## src/rtl/lvt_pkg.sv

```systemverilog
package lvt_pkg;
    localparam int DLY_W_D   = 7;
    localparam int BLK_W_D   = 6;
    localparam int WIN_LEN_D = 13;
    localparam int SYNC_N_D  = 2;

    typedef enum logic [1:0] {
        W_IDLE  = 2'd0,
        W_DELAY = 2'd1,
        W_OPEN  = 2'd2
    } win_st_t;

    typedef enum logic {
        B_IDLE = 1'b0,
        B_ON   = 1'b1
    } blk_st_t;
endpackage

```

## src/rtl/lvt_sync_edge.sv

```systemverilog
module lvt_sync_edge #(
    parameter int STAGES = 2
) (
    input  logic clk,
    input  logic rst_n,
    input  logic line_in,
    input  logic pos_sel,
    output logic line_sync,
    output logic edge_hit
);
    logic [STAGES-1:0] chain;
    logic              prev_q;

    generate
        for (genvar g = 0; g < STAGES; g++) begin : g_stage
            if (g == 0) begin : g_first
                always_ff @(posedge clk or negedge rst_n) begin
                    if (!rst_n) chain[0] <= 1'b0;
                    else        chain[0] <= line_in;
                end
            end else begin : g_rest
                always_ff @(posedge clk or negedge rst_n) begin
                    if (!rst_n) chain[g] <= 1'b0;
                    else        chain[g] <= chain[g-1];
                end
            end
        end
    endgenerate

    always_ff @(posedge clk or negedge rst_n) begin
        if (!rst_n) prev_q <= 1'b0;
        else        prev_q <= chain[STAGES-1];
    end

    assign line_sync = chain[STAGES-1];

    always_comb begin
        if (pos_sel) edge_hit = line_sync & ~prev_q;
        else         edge_hit = ~line_sync & prev_q;
    end
endmodule

```

## src/rtl/lvt_win_fsm.sv

```systemverilog
module lvt_win_fsm
    import lvt_pkg::*;
#(
    parameter int DLY_W   = DLY_W_D,
    parameter int WIN_LEN = WIN_LEN_D
) (
    input  logic             clk,
    input  logic             rst_n,
    input  logic             start,
    input  logic [DLY_W-1:0] delay,
    output logic             win_open
);
    localparam int WC_W = (WIN_LEN > 1) ? $clog2(WIN_LEN) : 1;
    localparam int CW   = (DLY_W > WC_W) ? DLY_W : WC_W;
    localparam logic [CW-1:0] WIN_LAST = CW'(WIN_LEN - 1);

    win_st_t         st_q, st_d;
    logic [CW-1:0]   cnt_q, cnt_d;

    // next state and next count
    always_comb begin
        st_d  = st_q;
        cnt_d = cnt_q;
        if (start) begin
            if (delay == '0) begin
                st_d  = W_OPEN;
                cnt_d = WIN_LAST;
            end else begin
                st_d  = W_DELAY;
                cnt_d = CW'(delay) - CW'(1);
            end
        end else begin
            unique case (st_q)
                W_IDLE: begin
                    st_d  = W_IDLE;
                    cnt_d = '0;
                end
                W_DELAY: begin
                    if (cnt_q == '0) begin
                        st_d  = W_OPEN;
                        cnt_d = WIN_LAST;
                    end else begin
                        cnt_d = cnt_q - CW'(1);
                    end
                end
                W_OPEN: begin
                    if (cnt_q == '0) begin
                        st_d  = W_IDLE;
                        cnt_d = '0;
                    end else begin
                        cnt_d = cnt_q - CW'(1);
                    end
                end
                default: begin
                    st_d  = W_IDLE;
                    cnt_d = '0;
                end
            endcase
        end
    end

    // state register
    always_ff @(posedge clk or negedge rst_n) begin
        if (!rst_n) begin
            st_q  <= W_IDLE;
            cnt_q <= '0;
        end else begin
            st_q  <= st_d;
            cnt_q <= cnt_d;
        end
    end

    // outputs
    always_comb begin
        unique case (st_q)
            W_OPEN:  win_open = 1'b1;
            W_IDLE,
            W_DELAY: win_open = 1'b0;
            default: win_open = 1'b0;
        endcase
    end
endmodule

```

## src/rtl/lvt_blank_fsm.sv

```systemverilog
module lvt_blank_fsm
    import lvt_pkg::*;
#(
    parameter int BLK_W = BLK_W_D
) (
    input  logic             clk,
    input  logic             rst_n,
    input  logic             start,
    input  logic [BLK_W-1:0] width,
    output logic             pulse
);
    blk_st_t          st_q, st_d;
    logic [BLK_W-1:0] cnt_q, cnt_d;

    always_comb begin
        st_d  = st_q;
        cnt_d = cnt_q;
        if (start) begin
            if (width == '0) begin
                st_d  = B_IDLE;
                cnt_d = '0;
            end else begin
                st_d  = B_ON;
                cnt_d = width - BLK_W'(1);
            end
        end else begin
            unique case (st_q)
                B_IDLE: cnt_d = '0;
                B_ON: begin
                    if (cnt_q == '0) st_d = B_IDLE;
                    else             cnt_d = cnt_q - BLK_W'(1);
                end
                default: st_d = B_IDLE;
            endcase
        end
    end

    always_ff @(posedge clk or negedge rst_n) begin
        if (!rst_n) begin
            st_q  <= B_IDLE;
            cnt_q <= '0;
        end else begin
            st_q  <= st_d;
            cnt_q <= cnt_d;
        end
    end

    always_comb begin
        unique case (st_q)
            B_ON:    pulse = 1'b1;
            B_IDLE:  pulse = 1'b0;
            default: pulse = 1'b0;
        endcase
    end
endmodule

```

## src/rtl/line_val_timer.sv

```systemverilog
module line_val_timer
    import lvt_pkg::*;
#(
    parameter int DLY_W   = DLY_W_D,
    parameter int BLK_W   = BLK_W_D,
    parameter int WIN_LEN = WIN_LEN_D,
    parameter int SYNC_N  = SYNC_N_D
) (
    input  logic             clk,
    input  logic             rst_n,
    input  logic             line_in,
    input  logic             cfg_ext,
    input  logic             cfg_pos,
    input  logic [DLY_W-1:0] cfg_delay,
    input  logic [BLK_W-1:0] cfg_blank,
    output logic             frame_val,
    output logic             val_out,
    output logic             cbb
);
    logic line_sync;
    logic edge_hit;
    logic win_open;

    lvt_sync_edge #(.STAGES(SYNC_N)) u_sync (
        .clk       (clk),
        .rst_n     (rst_n),
        .line_in   (line_in),
        .pos_sel   (cfg_pos),
        .line_sync (line_sync),
        .edge_hit  (edge_hit)
    );

    lvt_win_fsm #(.DLY_W(DLY_W), .WIN_LEN(WIN_LEN)) u_win (
        .clk      (clk),
        .rst_n    (rst_n),
        .start    (edge_hit),
        .delay    (cfg_delay),
        .win_open (win_open)
    );

    lvt_blank_fsm #(.BLK_W(BLK_W)) u_blank (
        .clk   (clk),
        .rst_n (rst_n),
        .start (edge_hit),
        .width (cfg_blank),
        .pulse (cbb)
    );

    assign val_out   = win_open;
    assign frame_val = cfg_ext ? line_sync : win_open;
endmodule

```

## config.mk

```make
export PLATFORM = sky130hd
export DESIGN_NAME = line_val_timer
export DESIGN_NICKNAME = d
export VERILOG_FILES = /design/src/rtl/lvt_pkg.sv /design/src/rtl/lvt_sync_edge.sv /design/src/rtl/lvt_win_fsm.sv /design/src/rtl/lvt_blank_fsm.sv /design/src/rtl/line_val_timer.sv
export SDC_FILE = /design/constraint.sdc
export NUM_CORES = 1
export LEC_CHECK = 0
export BUFFER_PORTS_ARGS = -buffer_cell sky130_fd_sc_hd__buf_2
export CAP_MARGIN = 10
export CORE_MARGIN = 2
export CORE_UTILIZATION = 50
export CTS_BUF_LIST = sky130_fd_sc_hd__clkbuf_4
export DETAILED_ROUTE_END_ITERATION = 8
export GPL_ROUTABILITY_DRIVEN = 1
export GPL_TIMING_DRIVEN = 0
export PLACE_DENSITY = 0.75
export SETUP_SLACK_MARGIN = 0.05
export SKIP_LAST_GASP = 1
export SLEW_MARGIN = 20
export SYNTH_ARGS = -nofsm -noshare
export SYNTH_HDL_FRONTEND = slang
export SYNTH_SLANG_ARGS = --single-unit
```

## constraint.sdc

```tcl
create_clock -name clk -period 1.4 [get_ports clk]
set_clock_uncertainty 0.05 [all_clocks]
set_input_delay 0.21 -clock clk [delete_from_list [all_inputs] [get_ports clk]]
set_output_delay 0.21 -clock clk [all_outputs]
set_load 0.005 [all_outputs]
```

==> flow_summary.json, run 1 <==
{
  "fill_cells": 181,
  "cp_max_fo": 5,
  "crit_path_end_kind": "register",
  "arrival_ps": 1810,
  "seq_area_um2": 478,
  "fin_ws_ps": -221,
  "dieArea_um2": 2900,
  "slowest_stage": "or4_4",
  "max_freq_mhz": 617,
  "start_util_pct": 51.6,
  "setup_viol": 17,
  "wirelength_um": 3110,
  "layout_common_cells": "buf_2, buf_4, dfrtp_1",
  "firstDrtPassIters": 4,
  "route.met2.wl_um": 1640,
  "clock_sinks": 19,
  "maxSlewHeadroom_pct": 72.4,
  "grt_pass1_vias": 1099,
  "drtIter0Drc": 17,
  "place_congestion": 0.851,
  "core_um2": 2410,
  "power_leakage_nw": 0.793,
  "crit_chain": "nand3b_1 > nand2_4 > or4_4 > o22ai_2",
  "drv_slew": 0,
  "route.detailed.drc": 0,
  "htreeDepth": 1,
  "status": "complete, but fails checks",
  "grt_pass1_wl_um": 4720,
  "required_ps": 1590,
  "grt_max_degree": 20,
  "port_buffers": 20,
  "hold_path_class": "in -> reg",
  "dpl.cell_count": 172,
  "clock_path_buffers": 2,
  "violations": "negative setup slack",
  "hold_viol_final": 0,
  "yosysSeqAreaShare_pct": 38.2,
  "hpwlAfterDp_um": 2000,
  "final_nets": 197,
  "crit_family": "simple AND/OR/NAND/NOR gates",
  "insertion_delay_ps": 310,
  "cts-root-buf": "clkbuf_4",
  "critPathBufInv": 0,
  "drt-met1-wl_um": 1260,
  "drive_gt1_share_pct": 45.8,
  "cts_buffers": 3,
  "utilization_pct": 72.3,
  "die_y_um": 53.9,
  "avgSynthCellArea_um2": 10.2,
  "crit_type": "reg -> reg",
  "syn-num-nets": 150,
  "grt-ovfl-total": 0,
  "num_rows": 18,
  "ir_drop_v": 0.00102,
  "grt_antenna_before_repair": 0,
  "ys_warn_count": 0,
  "worst_pin_slew_ps": 414,
  "synth.ff_latch_count": 19,
  "clk_pin_slew_ps": 120,
  "synth_cells": 122,
  "netlist_area_um2": 1240,
  "die_x_um": 53.9,
  "syn_to_final_growth_pct": 40.0,
  "p_per_area_nw_per_um2": 1580,
  "num_vias": 1131,
  "cts_tree": "done",
  "rsz0062_at_grt": "yes",
  "cap_viol_max_count": 0,
  "wire_per_inst_um": 15.7,
  "viasPerCell": 5.71,
  "final.period_utilization_pct": 116,
  "layout_min_cycle_time_ps": 1620,
  "ant_nets": 0,
  "track_usage_pct": 23.4,
  "stdcell_count": 198,
  "wl_met3_um": 116,
  "final_common_cell": "buf_2",
  "ys_types": 34,
  "multiInputGateArea_um2": 862,
  "cpPeakStageDelay_ps": 600,
  "insertedDiodeCount": 0,
  "setup.worst_path.start_class": "register",
  "routed.top_layer": "met4",
  "ios": 21
}
-- synth_stat cells, drive strengths merged --
library cell | number | share of area (%)
xor2 | 7 | 4.9
o22a | 3 | 2.1
a31oi | 1 | 0.50
or3b | 1 | 0.70
o22ai | 6 | 5.5
nand3b | 4 | 2.4
inv | 10 | 3.0
nand3 | 3 | 1.2
nor3b | 2 | 1.2
xnor2 | 10 | 7.0
o221a | 2 | 1.8
nand2 | 8 | 2.8
ha | 10 | 10
or3 | 2 | 1.0
nor2 | 10 | 3.0
and3b | 1 | 0.70
a2bb2oi | 2 | 1.4
a21oi | 3 | 1.2
nand4b | 1 | 0.70
a22o | 2 | 1.4
or4 | 2 | 1.5
mux2 | 1 | 0.91
o31ai | 1 | 0.60
nor3 | 5 | 2.0
and2 | 1 | 0.50
o41ai | 1 | 0.70
nor4 | 3 | 2.0
a211o | 1 | 0.70
dfrtp | 19 | 38
-- kinds of logic (layout without fill, tap and decap cells) --
kind of cell | count (synthesis) | count (layout) | synth area share (%)
buffers and inverters | 10 | 56 | 3.02
flip-flops | 19 | 19 | 38.2
adder cells (fa/ha/maj) | 10 | 10 | 10.1
XOR/XNOR | 17 | 17 | 12.0
AND/OR/NAND/NOR | 43 | 43 | 19.8
multiplexers | 1 | 1 | 0.905
AO/OA/AOI/OAI | 22 | 22 | 16.0
-- state kept, by name, indices dropped and copies added (netlist names) --
| signal | count |
|---|---|
| u_blank.st_q | 1 |
| u_blank.cnt_q | 6 |
| u_sync.chain | 1 |
| u_sync.line_sync | 1 |
| u_win.st_q | 2 |
| u_sync.prev_q | 1 |
| u_win.cnt_q | 7 |
-- layer usage --
layer  up-vias  global-route usage, %
met5         -                      0
met4         0                   8.12
met3        11                   2.50
met2        36                   46.5
met1       546                   24.9
li1        538                      -
-- stage by stage --
| step | hold slack, ps | setup WS (ps) | setup TNS (ps) | total power, W | cell area [um2] |
|---|---|---|---|---|---|
| detailed placement | 125 | -292 | -2510 | 0.00195 | 1410 |
| global route | 78.5 | -263 | -3630 | 0.00294 | 1740 |
| floorplan | -136 | -177 | -1030 | 0.00170 | 1280 |
| global placement | 119 | -291 | -2250 | 0.00192 | 1410 |
| finish | 84.4 | -221 | -2750 | 0.00276 | 1740 |
| CTS | 76.3 | -196 | -2180 | 0.00253 | 1640 |
-- layout make-up --
cell class / count / share of cell area [%]
multi-input combinational: 93 / 49.5
sequential: 19 / 27.4
timing repair buffer: 42 / 17.0
inverter: 10 / 2.16
tap: 30 / 2.16
clock buffer: 3 / 1.29
clock inverter: 1 / 0.431
-- final timing paths --
| kind | endpoint | slack (ps) | depth (start not counted) | from |
|---|---|---|---|---|
| setup / recovery | u_win.cnt_q[5]$_DFF_PN0_ | -220 | 4 | u_sync.line_sync$_DFF_PN0_ |
| hold / removal | u_win.cnt_q[0]$_DFF_PN0_ | 80 | 2 | cfg_delay[0] |
| setup reg to reg | u_win.cnt_q[5]$_DFF_PN0_ | -220 | 4 | u_sync.line_sync$_DFF_PN0_ |
| hold reg to reg | u_sync.line_sync$_DFF_PN0_ | 320 | 0 | u_sync.chain[0]$_DFF_PN0_ |
| max in group asynchronous | u_win.cnt_q[4]$_DFF_PN0_ | 680 | 2 | rst_n |
| min in group asynchronous | u_win.cnt_q[6]$_DFF_PN0_ | 300 | 2 | rst_n |
-- power breakdown --
part	leakage, nW	total (W)	internal, W	switching, W
Clock	0.0139	0.000292	0.000109	0.000183
Combinational	0.540	0.00159	0.000843	0.000743
Sequential	0.240	0.000878	0.000707	0.000171
-- what timing repair did --
item                       4_1_cts  5_1_grt
buffers inserted                12        8
gates resized for setup         17       11
setup endpoints to repair       18       18
hold buffers                     2        0
pin swaps                       12        8
hold endpoints to repair        20        0
(Power assumes the default switching activity.)
==> run 2: changes to the inputs <==
--- a/config.mk
+++ b/config.mk
@@ -7,13 +7,15 @@
 export LEC_CHECK = 0
 export BUFFER_PORTS_ARGS = -buffer_cell sky130_fd_sc_hd__buf_2
 export CAP_MARGIN = 10
+export CELL_PAD_IN_SITES_DETAIL_PLACEMENT = 0
+export CELL_PAD_IN_SITES_GLOBAL_PLACEMENT = 1
 export CORE_MARGIN = 2
-export CORE_UTILIZATION = 50
+export CORE_UTILIZATION = 45
 export CTS_BUF_LIST = sky130_fd_sc_hd__clkbuf_4
 export DETAILED_ROUTE_END_ITERATION = 8
 export GPL_ROUTABILITY_DRIVEN = 1
 export GPL_TIMING_DRIVEN = 0
-export PLACE_DENSITY = 0.75
+export PLACE_DENSITY_LB_ADDON = 0.1
 export SETUP_SLACK_MARGIN = 0.05
 export SKIP_LAST_GASP = 1
 export SLEW_MARGIN = 20
==> constraint.sdc (replaced) <==
create_clock -name clk -period 1.65 [get_ports clk]
set_clock_uncertainty 0.05 [all_clocks]
set_input_delay 0.2475 -clock clk [delete_from_list [all_inputs] [get_ports clk]]
set_output_delay 0.2475 -clock clk [all_outputs]
set_load 0.005 [all_outputs]
==> flow_summary.json, run 2 (synthesis gave the netlist of run 1 again) <==
{
  "status": "complete, no violations",
  "cp_max_fo": 5,
  "drv_slew": 0,
  "dieArea_um2": 3200,
  "setup.worst_path.start_class": "register",
  "largestRegisters": "u_win.cnt_q x7, u_blank.cnt_q x6, u_win.st_q x2",
  "timing.rr.start": "u_win.cnt_q[0]$_DFF_PN0_",
  "crit_path_end_kind": "register",
  "grt_max_degree": 20,
  "layout_min_cycle_time_ps": 1610,
  "syn_to_final_growth_pct": 28.3,
  "place_area_um2": 1390,
  "worst_pin_slew_ps": 414,
  "viasPerCell": 5.49,
  "ir_drop_v": 0.000745,
  "cts_buffers": 3,
  "final_nets": 186,
  "place_ws_ps": -65.0,
  "rsz0062_at_grt": "yes",
  "final.period_utilization_pct": 97.5,
  "max_freq_mhz": 621,
  "clock_path_buffers": 2,
  "start_util_pct": 46.3,
  "clk_pin_slew_ps": 100,
  "crit_type": "reg -> reg",
  "crit_start": "u_win.cnt_q[0]$_DFF_PN0_",
  "whs_ps": 16.4,
  "wire_per_inst_um": 13.6,
  "cts-root-buf": "clkbuf_4",
  "insertion_delay_ps": 280,
  "hp-start": "line_in",
  "fill_cells": 251,
  "largest_reg_flops": 7,
  "place_congestion": 0.821,
  "final_common_cell": "buf_2",
  "seq_area_um2": 479,
  "p_per_area_nw_per_um2": 1310,
  "num_vias": 1033,
  "port_buffers": 20,
  "layout_common_cells": "buf_2, dfrtp_1, buf_4",
  "drtIter0Drc": 33,
  "regMostFlops": "u_win.cnt_q",
  "htreeDepth": 1,
  "grt_pass1_vias": 978,
  "grt-ovfl-total": 0,
  "num_rows": 19,
  "grt_antenna_before_repair": 0,
  "insertedDiodeCount": 0,
  "setup_viol": 0,
  "ios": 21,
  "multiInputGateArea_um2": 825,
  "power_leakage_nw": 0.731,
  "clock_sinks": 19,
  "cts_tree": "done",
  "arrival_ps": 1770,
  "die_x_um": 56.6,
  "grt_pass1_wl_um": 4040,
  "hpwlAfterDp_um": 2000,
  "die_y_um": 56.6,
  "track_usage_pct": 16.4,
  "hold_path_class": "in -> reg",
  "design_area_um2": 1600,
  "firstDrtPassIters": 4,
  "fin_ws_ps": 40.9,
  "maxSlewHeadroom_pct": 72.4,
  "cap_viol_max_count": 0,
  "wirelength_um": 2550,
  "ant_nets": 0,
  "route.detailed.drc": 0,
  "drive_gt1_share_pct": 39.5,
  "required_ps": 1810,
  "core_um2": 2690,
  "utilization_pct": 59.4,
  "hold_viol_final": 0,
  "tns_ps": 0
}
-- run 2: cell count changes in the layout (fill, tap and decap cells not counted), moves of 2 or more --
cell and change:
buf_4 -7, buf_6 -3, inv_1 +2, inv_2 -2, nor2_1 +2
-- run 2: layer usage --
metal,up-vias,GRT usage [%],share of wire (%)
met2,17,30.1,55
met3,4,2.07,3.1
met5,-,0,0
met1,500,18.5,41
met4,0,7.82,1.4
li1,512,-,-
-- run 2: worst paths after layout --
path	slack, ps	end	cells past startpoint
max	40	u_win.cnt_q[4]$_DFF_PN0_	5
min	20	u_sync.chain[0]$_DFF_PN0_	1
max reg2reg	40	u_win.cnt_q[4]$_DFF_PN0_	5
min reg2reg	310	u_sync.line_sync$_DFF_PN0_	0
max in group asynchronous	870	u_win.cnt_q[4]$_DFF_PN0_	2
min in group asynchronous	370	u_win.cnt_q[6]$_DFF_PN0_	2
-- run 2: worst max-delay path: stages (launching register included) --
cell,delay (ps)
dfrtp_1,380
inv_2,60
ha_4,150
and3b_2,220
or4_4,550
o22ai_2,120
-- run 2: what timing repair did --
action                     CTS  global route
setup endpoints to repair   12            14
hold endpoints to repair    19             0
resized for setup            7            16
pin swaps                    2             6
hold buffers                 1             0
buffers inserted             2             8
-- run 2: stage by stage --
step | std cells | power, W
finish | 188 | 0.00209
global route | 188 | 0.00227
CTS | 180 | 0.00196
detailed placement | 173 | 0.00165
global placement | 173 | 0.00162
floorplan | 122 | 0.00142
-- run 2: power by group --
part	internal, W	total (W)	leakage, nW	switching (W)
Combinational	0.000585	0.00112	0.474	0.000538
Sequential	0.000601	0.000729	0.239	0.000128
Clock	0.000110	0.000240	0.0184	0.000130
-- run 2: layout make-up --
class                   instances  share of cell area, %
multi-input cells              93                   51.7
repair buffers                 31                   11.6
inverters                      10                   2.35
flip-flops and latches         19                   30.0
well taps                      31                   2.43
clock buffers                   4                   1.88
==> run 3: changes to the inputs <==
--- a/config.mk
+++ b/config.mk
@@ -5,12 +5,13 @@
 export SDC_FILE = /design/constraint.sdc
 export NUM_CORES = 1
 export LEC_CHECK = 0
+export ABC_AREA = 1
 export BUFFER_PORTS_ARGS = -buffer_cell sky130_fd_sc_hd__buf_2
 export CAP_MARGIN = 10
 export CELL_PAD_IN_SITES_DETAIL_PLACEMENT = 0
 export CELL_PAD_IN_SITES_GLOBAL_PLACEMENT = 1
 export CORE_MARGIN = 2
-export CORE_UTILIZATION = 45
+export CORE_UTILIZATION = 42
 export CTS_BUF_LIST = sky130_fd_sc_hd__clkbuf_4
 export DETAILED_ROUTE_END_ITERATION = 8
 export GPL_ROUTABILITY_DRIVEN = 1
==> flow_summary.json, run 3 <==
{
  "status": "complete, no violations",
  "viasPerCell": 4.69,
  "synth_common_cells": "nand2_1, inv_1, nand3_1",
  "synth_top_area_share_pct": 34.6,
  "slowest_stage": "dfrtp_1",
  "rsz0062_at_grt": "no",
  "track_usage_pct": 17.9,
  "synth_area_leaders": "dfrtp_1, nand2_1, ha_1",
  "setup_viol": 0,
  "max_freq_mhz": 665,
  "place_ws_ps": 90.1,
  "hpwlAfterDp_um": 2290,
  "yosysSeqAreaShare_pct": 34.6,
  "insertedDiodeCount": 0,
  "cts-root-buf": "clkbuf_4",
  "tns_ps": 0,
  "synthFlopType": "dfrtp_1",
  "final_common_cell": "nand2_1",
  "synth.most_common_cell": "nand2_1",
  "maxSlewHeadroom_pct": 71.3,
  "final.period_utilization_pct": 91.2,
  "drv_slew": 0,
  "p_per_area_nw_per_um2": 1290,
  "htreeDepth": 1,
  "ios": 21,
  "synth_edf_count": 0,
  "cp_max_fo": 2,
  "arrival_ps": 1210,
  "avgSynthCellArea_um2": 7.20,
  "place_congestion": 0.807,
  "drive_gt1_share_pct": 20.3,
  "required_ps": 1350,
  "cts_buffers": 3,
  "wirelength_um": 2800,
  "hold_viol_final": 0,
  "drtIter0Drc": 50,
  "utilization_pct": 51.5,
  "ir_drop_v": 0.000515,
  "fill_cells": 316,
  "fin_ws_ps": 145,
  "core_um2": 3080,
  "ant_nets": 0,
  "crit_chain": "inv_2 > ha_1 > inv_1 > o21ai_1 > buf_2",
  "clock_path_buffers": 2,
  "route.detailed.drc": 0,
  "dieArea_um2": 3750,
  "power_leakage_nw": 0.867,
  "die_x_um": 61.2,
  "num_vias": 1224,
  "cts_setup_buffers": 0,
  "synth_cells": 191,
  "cpPeakStageDelay_ps": 410,
  "wire_per_inst_um": 10.7,
  "syn_to_final_growth_pct": 15.3,
  "synth-async-reset-ratio_pct": 100,
  "ys_types": 24,
  "synth.ff_latch_count": 19,
  "firstDrtPassIters": 4,
  "ys_warn_count": 0,
  "regMostFlops": "u_win.cnt_q",
  "num_rows": 20,
  "largestRegisters": "u_win.cnt_q x7, u_blank.cnt_q x6, u_win.st_q x2",
  "stdcell_count": 261,
  "layout_min_cycle_time_ps": 1500,
  "layout_common_cells": "nand2_1, inv_1, nand3_1",
  "worst_pin_slew_ps": 430,
  "crit_path_end_kind": "output pin",
  "grt_pass1_vias": 1176,
  "netlist_area_um2": 1380,
  "grt-ovfl-total": 0,
  "die_y_um": 61.2,
  "clk_pin_slew_ps": 110,
  "insertion_delay_ps": 280,
  "whs_ps": 220,
  "synth_area_leader_cell": "dfrtp_1",
  "setup.worst_path.start_class": "register",
  "largest_reg_flops": 7,
  "dpl.cell_count": 255,
  "final_nets": 246,
  "start_util_pct": 44.7,
  "hold_path_class": "in -> reg",
  "port_buffers": 20,
  "grt_antenna_before_repair": 0,
  "grt_pass1_wl_um": 5000,
  "cts_tree": "done",
  "syn-num-nets": 219,
  "grt_max_degree": 20,
  "clock_sinks": 19,
  "crit_type": "reg -> out",
  "cap_viol_max_count": 0
}
## run 3: changes by cell type after synthesis, sizes merged, moves of 3 or more
cell / delta
nand2: +31
nand3: +25
inv: +24
o21ai: +16
nor2: +13
xnor2: -9
o22ai: -6
nor3: -5
nand4: +4
nand3b: -3
nor4: -3
o22a: -3
## run 3: kinds of logic after synthesis
kind of cell | Yosys count | share of synthesized area [%]
AOI/OAI and AO/OA | 23 | 9.28
xor gates and xnor gates | 7 | 4.46
adders and majority gates | 10 | 9.10
buffers and inverters | 35 | 9.64
DFF | 19 | 34.6
and+or+nand+nor | 97 | 32.9
## run 3: power by group
| group | internal, W | switching [W] | leakage, nW |
|---|---|---|---|
| clock | 0.000110 | 0.000138 | 0.0184 |
| sequential | 0.000611 | 0.000110 | 0.243 |
| combinational | 0.000398 | 0.000679 | 0.606 |
| total | 0.00112 | 0.000928 | 0.867 |
## run 3: final cells by class
| class | instances | area [um2] | share of cell area [%] |
|---|---|---|---|
| inverters | 35 | 133 | 8.37 |
| clock buffers | 4 | 30.0 | 1.89 |
| flip-flops and latches | 19 | 475 | 30.0 |
| well taps | 44 | 55.1 | 3.47 |
| multi-input cells | 137 | 772 | 48.7 |
| repair buffers | 22 | 120 | 7.58 |
## run 3: timing repair
action / CTS / global route
hold buffers: 1 / 1
endpoints found under the setup margin: 0 / 8
resized for setup: 0 / 5
endpoints found under the hold margin: 19 / 1
## run 3: path summary, 6_finish.rpt
kind / startpoint / to / slack (ps) / cells past startpoint
max in group asynchronous: rst_n / u_blank.cnt_q[0]$_DFFE_PN0P_ / 880 / 2
min reg2reg: u_sync.chain[0]$_DFF_PN0_ / u_sync.line_sync$_DFF_PN0_ / 310 / 0
min: cfg_delay[0] / u_win.cnt_q[0]$_DFF_PN0_ / 220 / 4
min in group asynchronous: rst_n / u_win.st_q[0]$_DFFE_PN0P_ / 360 / 2
max: u_win.st_q[0]$_DFFE_PN0P_ / frame_val / 150 / 5
max reg2reg: u_win.cnt_q[1]$_DFF_PN0_ / u_win.cnt_q[6]$_DFF_PN0_ / 180 / 9
## run 3: through the flow
stage | total power (W) | area [um2]
2_1_floorplan | 0.00150 | 1380
3_3_place_gp | 0.00173 | 1530
3_5_place_dp | 0.00178 | 1530
4_1_cts | 0.00204 | 1570
5_1_grt | 0.00228 | 1590
6_report | 0.00205 | 1590
## run 3: per-layer routing
metal	vias to the layer above	GRT usage, %	routed length, um
li1	662	-	-
met1	547	26.7	1470
met2	13	27.7	1250
met3	2	2.10	59
met4	0	4.66	17
met5	-	0	0
## run 3: critical path, delay by kind of cell (launching register included)
family,cells,cell delay [ps]
fa+ha+maj,1,150
compound gates,1,110
flops,1,410
buf+inv,3,250
